File: src/rtl/tmr_pkg.sv
package tmr_pkg;

    localparam int VAL_LSB = 10;
    localparam int VAL_W   = 21;

    typedef enum logic [2:0] {
        W_LIMIT    = 3'd0,
        W_COUNT    = 3'd1,
        W_LIMIT_NC = 3'd2,
        W_RUNCTL   = 3'd3,
        W_MODECFG  = 3'd4
    } word_e;

    typedef struct packed {
        logic wr_limit;
        logic wr_alias;
        logic wr_run;
        logic rd_ack;
    } tmr_cmd_t;

    typedef struct packed {
        logic [VAL_W-1:0] cnt;
        logic [VAL_W-1:0] lim;
        logic             pend;
        logic             run;
    } tmr_state_t;

    function automatic logic [VAL_W-1:0] val_of(input logic [31:0] w);
        return w[VAL_LSB +: VAL_W];
    endfunction

    function automatic logic [31:0] val_word(input logic flag, input logic [VAL_W-1:0] v);
        return {flag, v, {VAL_LSB{1'b0}}};
    endfunction

endpackage

File: src/rtl/tmr_decode.sv
module tmr_decode
    import tmr_pkg::*;
#(
    parameter int NUM_CPU = 4,
    parameter int TSEL_W  = 3,
    localparam int NUM_TMR = NUM_CPU + 1,
    localparam int ADDR_W  = TSEL_W + 3
) (
    input  logic                     bus_sel,
    input  logic                     bus_wr,
    input  logic [ADDR_W-1:0]        bus_addr,
    output tmr_cmd_t [NUM_TMR-1:0]   cmd,
    output logic                     wr_cfg,
    output logic [TSEL_W-1:0]        tsel,
    output word_e                    wsel
);
    assign tsel = bus_addr[ADDR_W-1:3];
    assign wsel = word_e'(bus_addr[2:0]);

    for (genvar t = 0; t < NUM_TMR; t++) begin : g_dec
        logic here;
        assign here = bus_sel && (32'(tsel) == t);
        assign cmd[t].wr_limit = here && bus_wr && (wsel == W_LIMIT);
        assign cmd[t].wr_alias = here && bus_wr && (wsel == W_LIMIT_NC);
        assign cmd[t].wr_run   = here && bus_wr && (wsel == W_RUNCTL) && (t < NUM_CPU);
        assign cmd[t].rd_ack   = here && !bus_wr && (wsel == W_LIMIT);
    end

    assign wr_cfg = bus_sel && bus_wr && (32'(tsel) == NUM_CPU) && (wsel == W_MODECFG);
endmodule

File: src/rtl/tmr_unit.sv
module tmr_unit
    import tmr_pkg::*;
#(
    parameter bit HAS_USER = 1'b1
) (
    input  logic             clk,
    input  logic             rst,
    input  logic             tick,
    input  logic             user_mode,
    input  tmr_cmd_t         cmd,
    input  logic [VAL_W-1:0] wval,
    input  logic             wrun,
    output tmr_state_t       st
);
    logic [VAL_W-1:0] cnt_q, lim_q, inc;
    logic             pend_q, run_q, usr, advance, hit;

    assign usr     = HAS_USER && user_mode;
    assign inc     = cnt_q + VAL_W'(1);
    assign advance = tick && (!usr || run_q);
    assign hit     = tick && !usr && !cmd.wr_limit && (lim_q != '0) && (inc == lim_q);

    always_ff @(posedge clk) begin
        if (rst) begin
            cnt_q  <= '0;
            lim_q  <= '0;
            pend_q <= 1'b0;
            run_q  <= 1'b0;
        end else begin
            if (cmd.wr_limit || cmd.wr_alias)
                lim_q <= wval;
            if (cmd.wr_limit)
                cnt_q <= VAL_W'(1);
            else if (advance)
                cnt_q <= hit ? VAL_W'(1) : inc;
            if (hit)
                pend_q <= 1'b1;
            else if (cmd.rd_ack)
                pend_q <= 1'b0;
            if (HAS_USER && cmd.wr_run)
                run_q <= wrun;
        end
    end

    assign st = '{cnt: cnt_q, lim: lim_q, pend: pend_q, run: run_q};
endmodule

File: src/rtl/usec_timer.sv
module usec_timer
    import tmr_pkg::*;
#(
    parameter int NUM_CPU = 4,
    localparam int NUM_TMR = NUM_CPU + 1,
    localparam int TSEL_W  = $clog2(NUM_TMR),
    localparam int ADDR_W  = TSEL_W + 3
) (
    input  logic               clk,
    input  logic               rst,
    input  logic               us_tick,
    input  logic               bus_sel,
    input  logic               bus_wr,
    input  logic [ADDR_W-1:0]  bus_addr,
    input  logic [31:0]        bus_wdata,
    output logic [31:0]        bus_rdata,
    output logic               irq_sys,
    output logic [NUM_CPU-1:0] irq_cpu
);
    tmr_cmd_t [NUM_TMR-1:0] cmd;
    tmr_state_t             st [NUM_TMR];
    logic                   wr_cfg;
    logic [TSEL_W-1:0]      tsel;
    word_e                  wsel;
    logic [NUM_CPU-1:0]     cfg_q;

    tmr_decode #(.NUM_CPU(NUM_CPU), .TSEL_W(TSEL_W)) u_dec (
        .bus_sel  (bus_sel),
        .bus_wr   (bus_wr),
        .bus_addr (bus_addr),
        .cmd      (cmd),
        .wr_cfg   (wr_cfg),
        .tsel     (tsel),
        .wsel     (wsel)
    );

    for (genvar t = 0; t < NUM_TMR; t++) begin : g_tmr
        localparam bit IS_CPU = (t < NUM_CPU);
        logic umode;
        if (IS_CPU) begin : g_mode
            assign umode = cfg_q[t];
        end else begin : g_sys
            assign umode = 1'b0;
        end
        tmr_unit #(.HAS_USER(IS_CPU)) u_tmr (
            .clk       (clk),
            .rst       (rst),
            .tick      (us_tick),
            .user_mode (umode),
            .cmd       (cmd[t]),
            .wval      (val_of(bus_wdata)),
            .wrun      (bus_wdata[0]),
            .st        (st[t])
        );
        if (IS_CPU) begin : g_irq
            assign irq_cpu[t] = st[t].pend;
        end else begin : g_sirq
            assign irq_sys = st[t].pend;
        end
    end

    always_ff @(posedge clk) begin
        if (rst)
            cfg_q <= '0;
        else if (wr_cfg)
            cfg_q <= bus_wdata[NUM_CPU-1:0];
    end

    always_comb begin
        bus_rdata = '0;
        for (int t = 0; t < NUM_TMR; t++) begin
            if (32'(tsel) == t) begin
                case (wsel)
                    W_LIMIT, W_LIMIT_NC: bus_rdata = val_word(st[t].pend, st[t].lim);
                    W_COUNT:             bus_rdata = val_word(st[t].pend, st[t].cnt);
                    W_RUNCTL:            if (t < NUM_CPU) bus_rdata = {31'b0, st[t].run};
                    W_MODECFG:           if (t == NUM_CPU) bus_rdata = 32'(cfg_q);
                    default:             bus_rdata = '0;
                endcase
            end
        end
    end
endmodule

File: config.mk
export PLATFORM = sky130hd
export DESIGN_NAME = usec_timer
export DESIGN_NICKNAME = d
export VERILOG_FILES = /design/src/rtl/tmr_pkg.sv /design/src/rtl/tmr_decode.sv /design/src/rtl/tmr_unit.sv /design/src/rtl/usec_timer.sv
export SDC_FILE = /design/constraint.sdc
export NUM_CORES = 1
export LEC_CHECK = 0
export ABC_AREA = 0
export BUFFER_PORTS_ARGS = -buffer_cell sky130_fd_sc_hd__buf_2
export CAP_MARGIN = 25
export CORE_MARGIN = 2
export CORE_UTILIZATION = 60
export DETAILED_ROUTE_END_ITERATION = 10
export PLACE_DENSITY_LB_ADDON = 0.05
export SLEW_MARGIN = 15
export SYNTH_ARGS = -nofsm -noshare
export SYNTH_HDL_FRONTEND = slang
export SYNTH_SLANG_ARGS = --single-unit
File: constraint.sdc
create_clock -name clk -period 8.1 [get_ports clk]
set_input_delay 1.215 -clock clk [delete_from_list [all_inputs] [get_ports clk]]
set_output_delay 1.215 -clock clk [all_outputs]
set_load 0.005 [all_outputs]
Word-level counts from Yosys, hierarchy flattened
Index checks and enable logic that the tools add are counted.
Cells by class
  add/sub/neg operators: 5
  equal/unequal tests: 13
  muxes and demuxes: 35
  reduce and logical (&&, ||, !) cells: 102
Operator list (count)
  32-bit one-hot mux with 4 select lines: 4
  32-bit 2-to-1 mux: 5
  21-bit by 1-bit adder with 21-bit output (second input constant): 5
  21-bit equality test: 5
  21-bit 2-to-1 mux: 5
  21-bit nonzero test: 5
  32-bit one-hot mux with 3 select lines: 1
  1-bit logical AND: 60
  1-bit 2-to-1 mux: 20
  2-bit nonzero test: 10
  3-bit by 2-bit equality test with 1-bit output (second input constant): 4
  2-bit OR reduction: 6
  1-bit logical NOT: 10
  1-bit logical OR: 9
  3-bit by 1-bit equality test with 1-bit output (second input constant): 2
  3-bit equality test (second input constant): 2
  3-bit logical NOT: 2
Storage, ports and cells
  register bits: 223
  bits of input ports: 43
  output and inout bits: 37
  logic and storage cells: 180

Longest topological paths before layout
Gate-level depths: netlist of run 1.
  depth after elaboration: 12
  depth in mapped cells: 13

By module
From an unflattened synthesis of run 1, not the netlist that was laid out.
Unflattened totals
  cell total of the unflattened synthesis: 2032
  area total of the unflattened synthesis: 15447.3 um^2
Modules (own cells, without submodules)
  tmr_unit (g_tmr[0].u_tmr ...): instances 4, cells an instance 344, area each 2688.8 um^2, sequential area each 880.8 um^2
  tmr_unit (g_tmr[4].u_tmr): instances 1, cells an instance 348, area each 2681.3 um^2, sequential area each 860.8 um^2
  usec_timer: instances 1, cells an instance 270, area each 1783.0 um^2, sequential area each 80.1 um^2
  tmr_decode: instances 1, cells an instance 38, area each 227.7 um^2, sequential area each 0.0 um^2

Worst setup path after synthesis of run 1
Ideal clock, no wire load.
  kind: input-to-output
  start: in bus_addr[0]
  end: out bus_rdata[30]
  arrival: 2.702 ns
  required time: 6.885 ns
  setup slack: 4.183 ns
  stages: 7
  cells stage by stage: nor2b_1 -> nor2b_1 -> clkbuf_1 -> clkbuf_1 -> buf_1 -> a22oi_1 -> o311ai_0
On the way
  longest elaborated chain between the ends: 12
RTL lines
  from (decl): RTL line usec_timer.sv:14  | input logic [ADDR_W-1:0] bus_addr,
  3-bit by 2-bit equality test with 1-bit output or 3-bit logical NOT (tied branches): RTL line usec_timer.sv:73  | case (wsel)
  2-bit OR reduction: RTL line usec_timer.sv:73
  32-bit one-hot mux with 3 select lines: RTL line usec_timer.sv:73
  32-bit 2-to-1 mux: RTL line usec_timer.sv:72  | if (32'(tsel) == t) begin
  32-bit one-hot mux with 4 select lines: RTL line usec_timer.sv:73
  32-bit 2-to-1 mux: RTL line usec_timer.sv:72
  32-bit one-hot mux with 4 select lines: RTL line usec_timer.sv:73
  32-bit 2-to-1 mux: RTL line usec_timer.sv:72
  32-bit one-hot mux with 4 select lines: RTL line usec_timer.sv:73
  32-bit 2-to-1 mux: RTL line usec_timer.sv:72
  32-bit one-hot mux with 4 select lines: RTL line usec_timer.sv:73
  32-bit 2-to-1 mux *: RTL line usec_timer.sv:72
  to (decl): RTL line usec_timer.sv:16  | output logic [31:0] bus_rdata,
Mark *: on every way between the ends. The rest lies on a longest branch, timed or not.

Final worst setup path of run 1
  start: in bus_addr[0]
  end: out bus_rdata[17]
Same word-level chain as after synthesis.

==> impl_metrics.py, run 1 <==
metrics = {
    "worst_setup_path": {
        "cp.required_ps": 6880,
        "crit_path_start_kind": "input pin",
        "startpoint": "bus_addr[0]",
        "critPathMaxStageDelay_ps": 770,
        "cp-end-kind": "output port",
        "critPathKind": "input pin to output port",
        "r2r_start": "g_tmr[1].u_tmr.cnt_q[7]",
        "rrSetupSlack_ps": 4050,
        "crit_top_cell": "buf_2",
        "crit_path_end": "bus_rdata[17]",
        "cp_top_family": "compound AO/OA/AOI/OAI gates",
        "worstReg2RegEnd": "g_tmr[1].u_tmr.cnt_q[6]",
        "cp_max_fo": 71,
        "slowest_stage": "nor2b_4",
        "arrival_ps": 4120,
        "crit_chain": "buf_2, nor2b_1, nor2b_4, buf_12, a22oi_1, o22ai_1, a21oi_1, o221ai_1, buf_2",
        "cp.depth": 9,
        "reg2reg_depth": 8,
        "crit_buf_inv": 3,
    },
    "drt": {
        "wl_microns": 50730,
        "wire_per_inst_microns": 22.58,
        "via_per_inst": 6.748,
        "vias": 15160,
        "drt_iter0_markers": 2054,
        "drcViolationCount": 0,
        "postRouteAntennaNets": 0,
        "dr.pass1.iters": 6,
    },
    "global_route": {
        "grt_max_degree": 72,
        "grt_pass1_vias": 13680,
        "grt_remaining_overflow": 0,
        "grt_pass1_wl_microns": 79030,
        "grt_use_total_pct": 38.59,
        "antenna_found_initial": 0,
    },
    "sta": {
        "final_max_slew_viol_count": 0,
        "finalCritPeriodShare_pct": 65.87,
        "max_freq_mhz": 187.4,
        "fin_skew_ps": 12.30,
        "rsz0062_at_grt": "no",
        "tightest_slew_ps": 1021,
        "fin_tns_setup_ps": 0,
        "hold_viol_final": 0,
        "setup_ws_ps": 2764,
        "max_slew_margin_pct": 31.78,
        "setup_viol": 0,
        "fin_crit_ps": 5336,
    },
    "clock_tree": {
        "cts_root_buffer": "clkbuf_16",
        "clk_pin_slew_ps": 60,
        "insertion_delay_ps": 550,
        "cts_buffer_depth": 3,
        "cts_resized": 0,
        "post-cts-setup-buffers": 0,
        "cts_tree": "built",
        "cts_hold_buffers": 0,
        "cts_buffers": 26,
        "h-tree-depth": 1,
        "cts.sinks": 223,
    },
    "floorplanning": {
        "row_count": 57,
        "die_x_microns": 160.6,
        "dieArea_sq_um": 25800,
        "die_h_microns": 160.6,
        "io_pins": 80,
        "initial_core_util_pct": 60.89,
        "core-area_sq_um": 24180,
    },
    "synth": {
        "synthTopCellsByCount": "324 x nand2_1, 223 x dfxtp_1, 163 x a21oi_1, 119 x clkbuf_1, 101 x xnor2_1",
        "async_flop_share_pct": 0,
        "synth_most_common_cell": "nand2_1",
        "synth_area_leaders": "dfxtp_1 30%, nand2_1 8.3%, xnor2_1 6.0%, a21oi_1 5.5%, xor2_1 4.5%",
        "avgSynthCellArea_sq_um": 7.476,
        "synth_cells": 1969,
        "synthFlopType": "dfxtp_1",
        "ys_seq_area_share_pct": 30.33,
        "ys_ff_latch": 223,
        "yosys.area.top_type": "dfxtp_1",
        "ys_types": 82,
        "synthesis.area_sq_um": 14720,
        "yosys_warnings": 0,
        "yosysTopAreaCellShare_pct": 30.33,
        "synth_edf_count": 0,
    },
    "place": {
        "dp_slack_ps": 3107,
        "dpl.cell_count": 2198,
        "gp_congestion": 1.078,
        "io_buffers": 66,
        "dp_hpwl_microns": 36000,
    },
    "cells_and_area": {
        "final_nets": 1952,
        "n_antenna_cell": 0,
        "drive_above_1_share_pct": 7.852,
        "stdcell_count": 2247,
        "fillerInstances": 2172,
        "area_growth_pct": 6.995,
    },
    "worst_hold_path": {
        "hold_path_class": "flip-flop to flip-flop",
    },
    "job": {
        "cap_viol_max_count": 0,
    },
    "pwr": {
        "p_leak_uw": 0.005321,
        "power_density_nw_per_um2": 160.8,
        "vdd_drop_max_v": 0.0001589,
    },
    "status": {
        "status": "finished, final reports clean",
    },
}
==> layout by cell type (no fill, tap or decap), types with 7 or more instances in the layout <==
| cell | count |
|---|---|
| a21o_1 | 13 |
| a21oi_1 | 163 |
| a22o_1 | 26 |
| a22oi_1 | 85 |
| a31oi_1 | 23 |
| and2_1 | 13 |
| and3_1 | 27 |
| and4_1 | 19 |
| buf_2 | 65 |
| buf_4 | 17 |
| clkbuf_16 | 27 |
| dfxtp_1 | 223 |
| inv_1 | 24 |
| mux2i_1 | 12 |
| nand2_1 | 324 |
| nand2b_1 | 23 |
| nand3_1 | 76 |
| nand4_1 | 63 |
| nand4b_1 | 7 |
| nor2_1 | 94 |
| nor2b_1 | 11 |
| nor3_1 | 51 |
| nor3b_1 | 15 |
| nor4_1 | 41 |
| o211ai_1 | 14 |
| o21ai_0 | 51 |
| o221ai_1 | 20 |
| o22ai_1 | 26 |
| o311ai_0 | 17 |
| o31ai_1 | 12 |
| or3_1 | 16 |
| or4_1 | 23 |
| xnor2_1 | 101 |
| xor2_1 | 76 |
==> layout make-up <==
type | instances | area (sq um) | area share [%]
tap | 324 | 405.4 | 2.574
clock buffer | 36 | 739.5 | 4.695
clock inverter | 11 | 158.9 | 1.009
timing repair buffer | 83 | 473.0 | 3.003
sequential | 223 | 4464 | 28.34
multi-input combinational | 1546 | 9419 | 59.80
inverter | 24 | 90.09 | 0.5720
==> logic make-up after synthesis <==
kind of cell,count (synthesis),synth area share [%]
adder cells (fa/ha/maj),5,0.4250
buffers and inverters,205,5.933
AO/OA/AOI/OAI,503,22.62
flip-flops,223,30.33
AND/OR/NAND/NOR,843,29.32
other,1,0.02547
multiplexers,12,0.8160
XOR/XNOR,177,10.53
==> worst min-delay path by stage <==
stage,slack [ps],endpoint,start,cells past startpoint
3_5_place_dp,490,g_tmr[1].u_tmr.lim_q[7],g_tmr[1].u_tmr.lim_q[7],2
5_1_grt,520,g_tmr[4].u_tmr.lim_q[18],g_tmr[4].u_tmr.lim_q[18],2
3_3_place_gp,480,g_tmr[1].u_tmr.lim_q[7],g_tmr[1].u_tmr.lim_q[7],2
6_report,500,g_tmr[1].u_tmr.lim_q[7],g_tmr[1].u_tmr.lim_q[7],2
4_1_cts,500,g_tmr[1].u_tmr.lim_q[7],g_tmr[1].u_tmr.lim_q[7],2
2_1_floorplan,460,g_tmr[3].u_tmr.pend_q,g_tmr[3].u_tmr.pend_q,2
==> metrics by stage <==
stage               hold slack, ps  power (uW)  cell area [sq um]  utilization [%]
floorplan                    463.2        1236              14740                -
global placement             484.2        1296              14840            61.37
detailed placement           490.0        1298              14840            61.37
CTS                          498.4        2527              15740            65.08
global route                 522.0        2586              15750            65.15
finish                       499.1        2533              15750            65.15
==> sequential cells by signal, indices dropped and copies added, names as in the netlist <==
signal,count
g_tmr.u_tmr.pend_q,5
g_tmr.u_tmr.cnt_q,105
g_tmr.u_tmr.lim_q,105
cfg_q,4
g_tmr.u_tmr.run_q,4
==> tightest hold or removal path: stages, from the launching register on <==
cell and delay [ps]:
dfxtp_1 330, nand2_1 60, a21oi_1 50
==> power by group <==
part / internal, uW / switching (uW) / total [uW]
logic: 43.8 / 121 / 165
clock network: 762 / 489 / 1250
registers: 1100 / 13.5 / 1120
total: 1910 / 623 / 2530
==> per-layer routing <==
| layer | global-route usage, % | up-vias | share of wire (%) |
|---|---|---|---|
| li1 | - | 7047 | - |
| met1 | 54.10 | 7216 | 42 |
| met2 | 57.93 | 776 | 43 |
| met3 | 7.903 | 124 | 11 |
| met4 | 15.93 | 0 | 4.7 |
| met5 | 0 | - | 0 |
Power figures use the tool's default switching activity.
==> run 2: changes to the inputs <==
CORE_UTILIZATION = 56   (was 60)
clock period = 4.7 ns   (was 8.1 ns; I/O delays follow)
==> impl_metrics.py, run 2 (synthesis results as in run 1) <==
metrics = {
    "drt": {
        "wire_per_inst_microns": 23.00,
        "wl_microns": 52360,
        "drcViolationCount": 0,
        "drt_iter0_markers": 2191,
        "dr.pass1.iters": 6,
        "vias": 15250,
        "postRouteAntennaNets": 0,
        "via_per_inst": 6.696,
    },
    "floorplanning": {
        "initial_core_util_pct": 56.81,
        "row_count": 59,
        "dieArea_sq_um": 27600,
        "core-area_sq_um": 25910,
        "die_h_microns": 166.1,
        "die_x_microns": 166.1,
        "io_pins": 80,
    },
    "clock_tree": {
        "cts_buffer_depth": 3,
        "cts_root_buffer": "clkbuf_16",
        "cts.sinks": 223,
        "cts_buffers": 28,
        "insertion_delay_ps": 560,
        "clk_pin_slew_ps": 60,
        "cts_resized": 0,
        "post-cts-setup-buffers": 0,
        "cts_tree": "built",
        "h-tree-depth": 1,
        "cts_hold_buffers": 0,
    },
    "sta": {
        "final_max_slew_viol_count": 0,
        "finalCritPeriodShare_pct": 84.90,
        "hold_viol_final": 0,
        "fin_skew_ps": 18.75,
        "setup_viol": 0,
        "max_freq_mhz": 250.6,
        "max_slew_margin_pct": 34.81,
        "rsz0062_at_grt": "no",
        "fin_crit_ps": 3990,
        "tightest_slew_ps": 974.3,
        "fin_tns_setup_ps": 0,
    },
    "global_route": {
        "grt_pass1_vias": 13690,
        "antenna_found_initial": 0,
        "grt_max_degree": 70,
        "grt_remaining_overflow": 0,
        "grt_pass1_wl_microns": 80520,
        "grt_use_total_pct": 36.56,
    },
    "pwr": {
        "p_total_uw": 4508,
        "p_leak_uw": 0.005417,
        "power_density_nw_per_um2": 282.9,
        "vdd_drop_max_v": 0.0003882,
    },
    "cells_and_area": {
        "drive_above_1_share_pct": 8.707,
        "mostFrequentLayoutCell": "nand2_1",
        "reg_top3": "g_tmr.u_tmr.cnt_q (105), g_tmr.u_tmr.lim_q (105), g_tmr.u_tmr.pend_q (5)",
        "final_nets": 1967,
        "fin_util_pct": 61.50,
        "mostFrequentLayoutCells": "324 x nand2_1, 223 x dfxtp_1, 163 x a21oi_1",
        "area_growth_pct": 8.262,
    },
    "worst_setup_path": {
        "cp.required_ps": 5140,
        "arrival_ps": 4430,
        "cp-end-kind": "flip-flop",
        "critPathKind": "flip-flop to flip-flop",
        "crit_path_start_kind": "flip-flop",
        "cp_max_fo": 26,
    },
    "job": {
        "cap_viol_max_count": 0,
    },
    "place": {
        "io_buffers": 66,
        "dp_hpwl_microns": 37600,
        "gp_congestion": 1.012,
    },
    "status": {
        "status": "finished, final reports clean",
    },
    "worst_hold_path": {
        "hold_path_class": "input pin to flip-flop",
    },
}
==> run 2: worst paths after layout <==
| check | start | endpoint | slack [ps] | depth (start not counted) |
|---|---|---|---|---|
| worst max-delay path | g_tmr[4].u_tmr.cnt_q[0] | g_tmr[4].u_tmr.cnt_q[18] | 710 | 9 |
| worst min-delay path | bus_wdata[3] | cfg_q[3] | 390 | 3 |
| worst max register to register | g_tmr[4].u_tmr.cnt_q[0] | g_tmr[4].u_tmr.cnt_q[18] | 710 | 9 |
| worst min register to register | g_tmr[1].u_tmr.run_q | g_tmr[1].u_tmr.run_q | 500 | 2 |
==> run 2: metal layers <==
layer	global-route usage, %	vias up	part of all wire (%)
li1	-	7068	-
met2	54.95	747	43
met1	52.48	7320	44
met4	13.99	0	4.1
met5	0	-	0
met3	6.125	111	9.5
==> run 2: area by class of cell <==
cell class,count,area [sq um]
clock inverters,11,141.4
diodes,1,2.502
well taps,335,419.2
repair buffers,96,561.8
flip-flops and latches,223,4464
clock buffers,41,840.8
multi-input cells,1546,9417
inverters,24,90.09
fillers,2425,9975
==> run 2: power breakdown <==
| group | switching, uW | internal (uW) | leakage, uW |
|---|---|---|---|
| clock | 890 | 1400 | 0.000477 |
| combinational | 213 | 78.4 | 0.00314 |
| sequential | 22.9 | 1900 | 0.00180 |
| total | 1130 | 3380 | 0.00542 |
==> run 2: worst max-delay path: stages (launching register included) <==
cell       delay, ps
dfxtp_1          470
ha_1             300
nand3_1          240
nor4_1           720
nand4_1          270
xnor2_1          200
nand4bb_1        220
or4_1            830
and3_1           360
o31a_1           260
==> run 2: per-stage QoR <==
step           instance area, sq um  instances  hold WS, ps  setup slack [ps]
4_1_cts                       15930       2275        382.9             767.7
3_3_place_gp                  14930       2222        482.2             893.2
3_5_place_dp                  14940       2223        487.8             784.0
5_1_grt                       15930       2276        414.0             434.4
6_report                      15940       2277        390.4             709.9
2_1_floorplan                 14740       1974        463.2              1643
